**config.mk**
```make
export PLATFORM = sky130hd
export DESIGN_NAME = rxmon_status_reg
export DESIGN_NICKNAME = d
export VERILOG_FILES = /design/src/rtl/rxmon_pkg.sv /design/src/rtl/rxmon_sym_check.sv /design/src/rtl/rxmon_sticky.sv /design/src/rtl/rxmon_status_reg.sv
export SDC_FILE = /design/constraint.sdc
export NUM_CORES = 1
export LEC_CHECK = 0
export ABC_AREA = 1
export BUFFER_PORTS_ARGS = -buffer_cell sky130_fd_sc_hd__buf_2
export CORE_AREA = 2 2 39 41
export CTS_CLUSTER_DIAMETER = 150
export DETAILED_ROUTE_END_ITERATION = 16
export DIE_AREA = 0 0 41 43
export PLACE_DENSITY = 0.7
export SLEW_MARGIN = 0
export SYNTH_ARGS = -nofsm -noshare
export SYNTH_HDL_FRONTEND = slang
export SYNTH_SLANG_ARGS = --single-unit
export TNS_END_PERCENT = 100
```
**constraint.sdc**
```tcl
create_clock -name clk -period 0.9 [get_ports clk]
set_input_delay 0.045 -clock clk [delete_from_list [all_inputs] [get_ports clk]]
set_output_delay 0.045 -clock clk [all_outputs]
set_load 0.01 [all_outputs]
```
**src/rtl/rxmon_pkg.sv**
```systemverilog
package rxmon_pkg;

    localparam int CODE_W   = 5;
    localparam int STATUS_W = 16;
    localparam int N_STICKY = 2;

    localparam logic [CODE_W-1:0] CG_HALT = 5'b00100;
    localparam logic [CODE_W-1:0] CG_IDLE = 5'b11111;

    // field positions inside the status word
    localparam int POS_HALT  = 6;
    localparam int POS_PREM  = 5;
    localparam int POS_ANC   = 4;
    localparam int POS_SIGDT = 3;

    // sticky slot ordering
    localparam int SLOT_HALT = 0;
    localparam int SLOT_PREM = 1;

    typedef struct packed {
        logic prem;
        logic halt;
    } sym_evt_t;

    typedef struct packed {
        logic anc;
        logic sigdt;
    } live_stat_t;

    function automatic int sticky_pos(input int slot);
        return (slot == SLOT_HALT) ? POS_HALT : POS_PREM;
    endfunction

    function automatic logic [STATUS_W-1:0] build_status(
        input logic [N_STICKY-1:0] sticky,
        input live_stat_t          live
    );
        logic [STATUS_W-1:0] w;
        w = '0;
        for (int i = 0; i < N_STICKY; i++) begin
            w[sticky_pos(i)] = sticky[i];
        end
        w[POS_ANC]   = live.anc;
        w[POS_SIGDT] = live.sigdt;
        return w;
    endfunction

endpackage

```
**src/rtl/rxmon_sym_check.sv**
```systemverilog
module rxmon_sym_check
    import rxmon_pkg::*;
(
    input  logic              clk,
    input  logic              rst,
    input  logic [CODE_W-1:0] sym_code,
    input  logic              sym_valid,
    input  logic              frame_active,
    output sym_evt_t          evt
);

    logic in_frame_sym;
    logic is_idle;
    logic last_was_idle;

    assign in_frame_sym = sym_valid && frame_active;
    assign is_idle      = (sym_code == CG_IDLE);

    always_ff @(posedge clk) begin
        if (rst || !frame_active) begin
            last_was_idle <= 1'b0;
        end else if (sym_valid) begin
            last_was_idle <= is_idle;
        end
    end

    always_comb begin
        evt      = '0;
        evt.halt = in_frame_sym && (sym_code == CG_HALT);
        evt.prem = in_frame_sym && is_idle && last_was_idle;
    end

endmodule

```
**src/rtl/rxmon_sticky.sv**
```systemverilog
module rxmon_sticky #(
    parameter int WIDTH = 2
) (
    input  logic             clk,
    input  logic             rst,
    input  logic [WIDTH-1:0] set,
    input  logic             clr,
    output logic [WIDTH-1:0] q
);

    for (genvar i = 0; i < WIDTH; i++) begin : g_bit
        always_ff @(posedge clk) begin
            if (rst) begin
                q[i] <= 1'b0;
            end else begin
                q[i] <= (q[i] && !clr) || set[i];
            end
        end
    end

endmodule

```
**src/rtl/rxmon_status_reg.sv**
```systemverilog
module rxmon_status_reg
    import rxmon_pkg::*;
#(
    parameter int ADDR_W   = 5,
    parameter int REG_ADDR = 17
) (
    input  logic                clk,
    input  logic                rst,
    input  logic [CODE_W-1:0]   sym_code,
    input  logic                sym_valid,
    input  logic                frame_active,
    input  logic                speed_100,
    input  logic                an_enable,
    input  logic                an_done,
    input  logic                sig_detect,
    input  logic                rd_en,
    input  logic [ADDR_W-1:0]   rd_addr,
    output logic [STATUS_W-1:0] rd_data
);

    localparam logic [ADDR_W-1:0] MY_ADDR = REG_ADDR[ADDR_W-1:0];

    sym_evt_t              evt;
    logic [N_STICKY-1:0]   evt_vec;
    logic [N_STICKY-1:0]   sticky_q;
    live_stat_t            live;
    logic                  hit;

    assign hit = rd_en && (rd_addr == MY_ADDR);

    rxmon_sym_check u_check (
        .clk          (clk),
        .rst          (rst),
        .sym_code     (sym_code),
        .sym_valid    (sym_valid),
        .frame_active (frame_active),
        .evt          (evt)
    );

    always_comb begin
        evt_vec            = '0;
        evt_vec[SLOT_HALT] = evt.halt;
        evt_vec[SLOT_PREM] = evt.prem;
    end

    rxmon_sticky #(.WIDTH(N_STICKY)) u_sticky (
        .clk (clk),
        .rst (rst),
        .set (evt_vec),
        .clr (hit),
        .q   (sticky_q)
    );

    always_comb begin
        live.anc   = an_enable && an_done;
        live.sigdt = speed_100 && sig_detect;
    end

    always_ff @(posedge clk) begin
        if (rst) begin
            rd_data <= '0;
        end else if (rd_en) begin
            rd_data <= hit ? build_status(sticky_q, live) : '0;
        end
    end

endmodule

```
==> flow_summary.toml <==
[timing]
layout_setup_ws_ns = 0.148
finalHoldViolCount = 0
setup_viol = 0
rsz0062_at_grt = "false"
final_max_slew_viol_count = 0
final.min_clock_period_ns = 0.752
period_share_pct = 83.6
setup_tns_ns = 0
clock_skew_ns = 0.00134
fmax_ghz = 1.33

[clocking]
cts_setup_buffers = 0
cts-resized-gates = 0
h-tree-depth = 1
cts_tree = "done"
clock_sinks = 7
cts_buffers = 3
cts-root-buf = "clkbuf_4"
clk_pin_slew_worst_paths_ns = 0.05
clock_tree.buffer_depth = 2
clock_latency_ns = 0.25
cts_hold_buffers = 0

[routing]
drt_iter0_drc = 6
wl_per_cell_microns = 7.75
vias_per_cell = 4.14
wl_microns = 821
antenna_left = 0
met3RoutedLength_microns = 91
wl_met1_microns = 263
firstDrtPassIters = 2
via_count = 439
dr_wl_met2_microns = 460
top_layer = "met4"
drc = 0

[final_layout]
final_nets = 110
nFillCells = 146
layout-drive-gt1-share_pct = 32.2
stdcell_count = 106
num_antenna_cells = 0
fin_util_pct = 40.1
syn_to_final_growth_pct = 24.1

[placed_design]
place_inst = 102
dpl.hpwl_microns = 716
io_buffers = 22
place_ws_ns = 0.190
globalplace.congestion = 0.642

[yosys]
syn_area_per_cell_sq_um = 6.87
netlist_top_cells_area = "dfxtp_1, buf_4, nand2_1"
ys_types = 14
yosysTopAreaCell = "dfxtp_1"
yosysWarnings = 0
ys_ff_latch = 7
syn-cell-area_sq_um = 447
syn_inst = 65
ys_seq_area_share_pct = 31.4
yosysTopAreaCellShare_pct = 31.4

[pwr]
p_leak_nw = 0.291
power_density_mw_per_mm2 = 1290
power_mw = 0.714
peakVddDrop_mv = 0.632

[run]
cap_violations = 0

[global_routing]
grt_use_total_pct = 12.2
antenna_found_initial = 0
grt_max_degree = 8
grt_overflow_total = 0
grt_pass1_wl_mm = 1.44
grt_pass1_vias = 414

[floorplanning]
die_w_microns = 41
die_h_microns = 43
core_area_sq_mm = 0.00138
num_rows = 14
die-area_sq_mm = 0.00176
start_util_pct = 32.3
io_pins = 35

[worst_hold_path]
hold_path.class = "in2reg"

[critical_path]
required_ns = 0.85
cp.arrival_ns = 0.71
path_buf_inv = 1
slowest_delay_ns = 0.32
crit_family = "flip-flops"
start_kind = "flop"
crit_type = "reg2out"
path_cells = "buf_2"
critPathMaxFanout = 2
worst_setup_path_end_kind = "output pin"
crit_slowest_cell = "dfxtp_1"

[outcome]
status = "finished, final reports clean"
kinds of logic (layout without fill, tap and decap cells):
group	Yosys count	in the layout	share of synthesized area, %
AND/OR/NAND/NOR	30	30	33.1
buffers and inverters	20	34	26.9
AO/OA/AOI/OAI	7	7	7.84
flip-flops	7	7	31.4
other	1	12	0.840
layout make-up:
class | count | area [sq um] | area share, %
clock buffers | 4 | 26.3 | 4.74
inverters | 8 | 30.0 | 5.42
multi-input cells | 49 | 228 | 41.1
flip-flops and latches | 7 | 140 | 25.3
well taps | 16 | 20.0 | 3.61
repair buffers | 22 | 110 | 19.9
through the flow:
step | cell area (sq um) | hold WS, ns
finish | 554 | 0.0309
global route | 554 | 0.0310
CTS | 554 | 0.0333
detailed placement | 528 | 0.304
global placement | 528 | 0.297
floorplan | 488 | 0.114
power breakdown:
group / internal [mW] / total, mW / switching [mW]
combinational: 0.0435 / 0.111 / 0.0671
clock: 0.169 / 0.290 / 0.120
sequential: 0.312 / 0.313 / 0.000981
flip-flops by register name (all words and copies together) (netlist names):
| signal | count |
|---|---|
| rd_data | 4 |
| u_sticky.q | 2 |
| u_check.last_was_idle | 1 |
metal layers:
layer	track usage [%]	vias up
li1	-	227
met1	10.1	188
met2	21.6	22
met3	7.85	2
met4	4.00	0
met5	0	-
cell usage in the layout, fill, tap and decap left out:
cell type and count:
buf_2 22, nand2_1 12, nor3b_1 1, dfxtp_1 7, nor2_1 5, nand2_2 2, nor2_4 2, clkbuf_4 3
conb_1 12, nand3_1 6, nor2b_1 1, nor3_1 1, clkbuf_1 1, inv_1 8, a21oi_1 6, o21ai_0 1
worst paths after layout:
path	start	to	slack, ns	depth (start not counted)
setup / recovery	rd_data[3]	rd_data[3]	0.15	1
hold / removal	rst	u_sticky.q[1]	0.03	2
setup reg to reg	u_check.last_was_idle	u_sticky.q[1]	0.18	4
hold reg to reg	u_sticky.q[1]	u_sticky.q[1]	0.46	2
synthesized netlist by cell type:
cell type  instances
conb_1             1
buf_4             12
dfxtp_1            7
a21oi_1            6
nor3_1             1
nand2_1           12
nand3_1            6
nor2b_1            1
nor3b_1            1
nand2_2            2
inv_1              8
nor2_1             5
nor2_4             2
o21ai_0            1
Power figures use the tool's default switching activity.
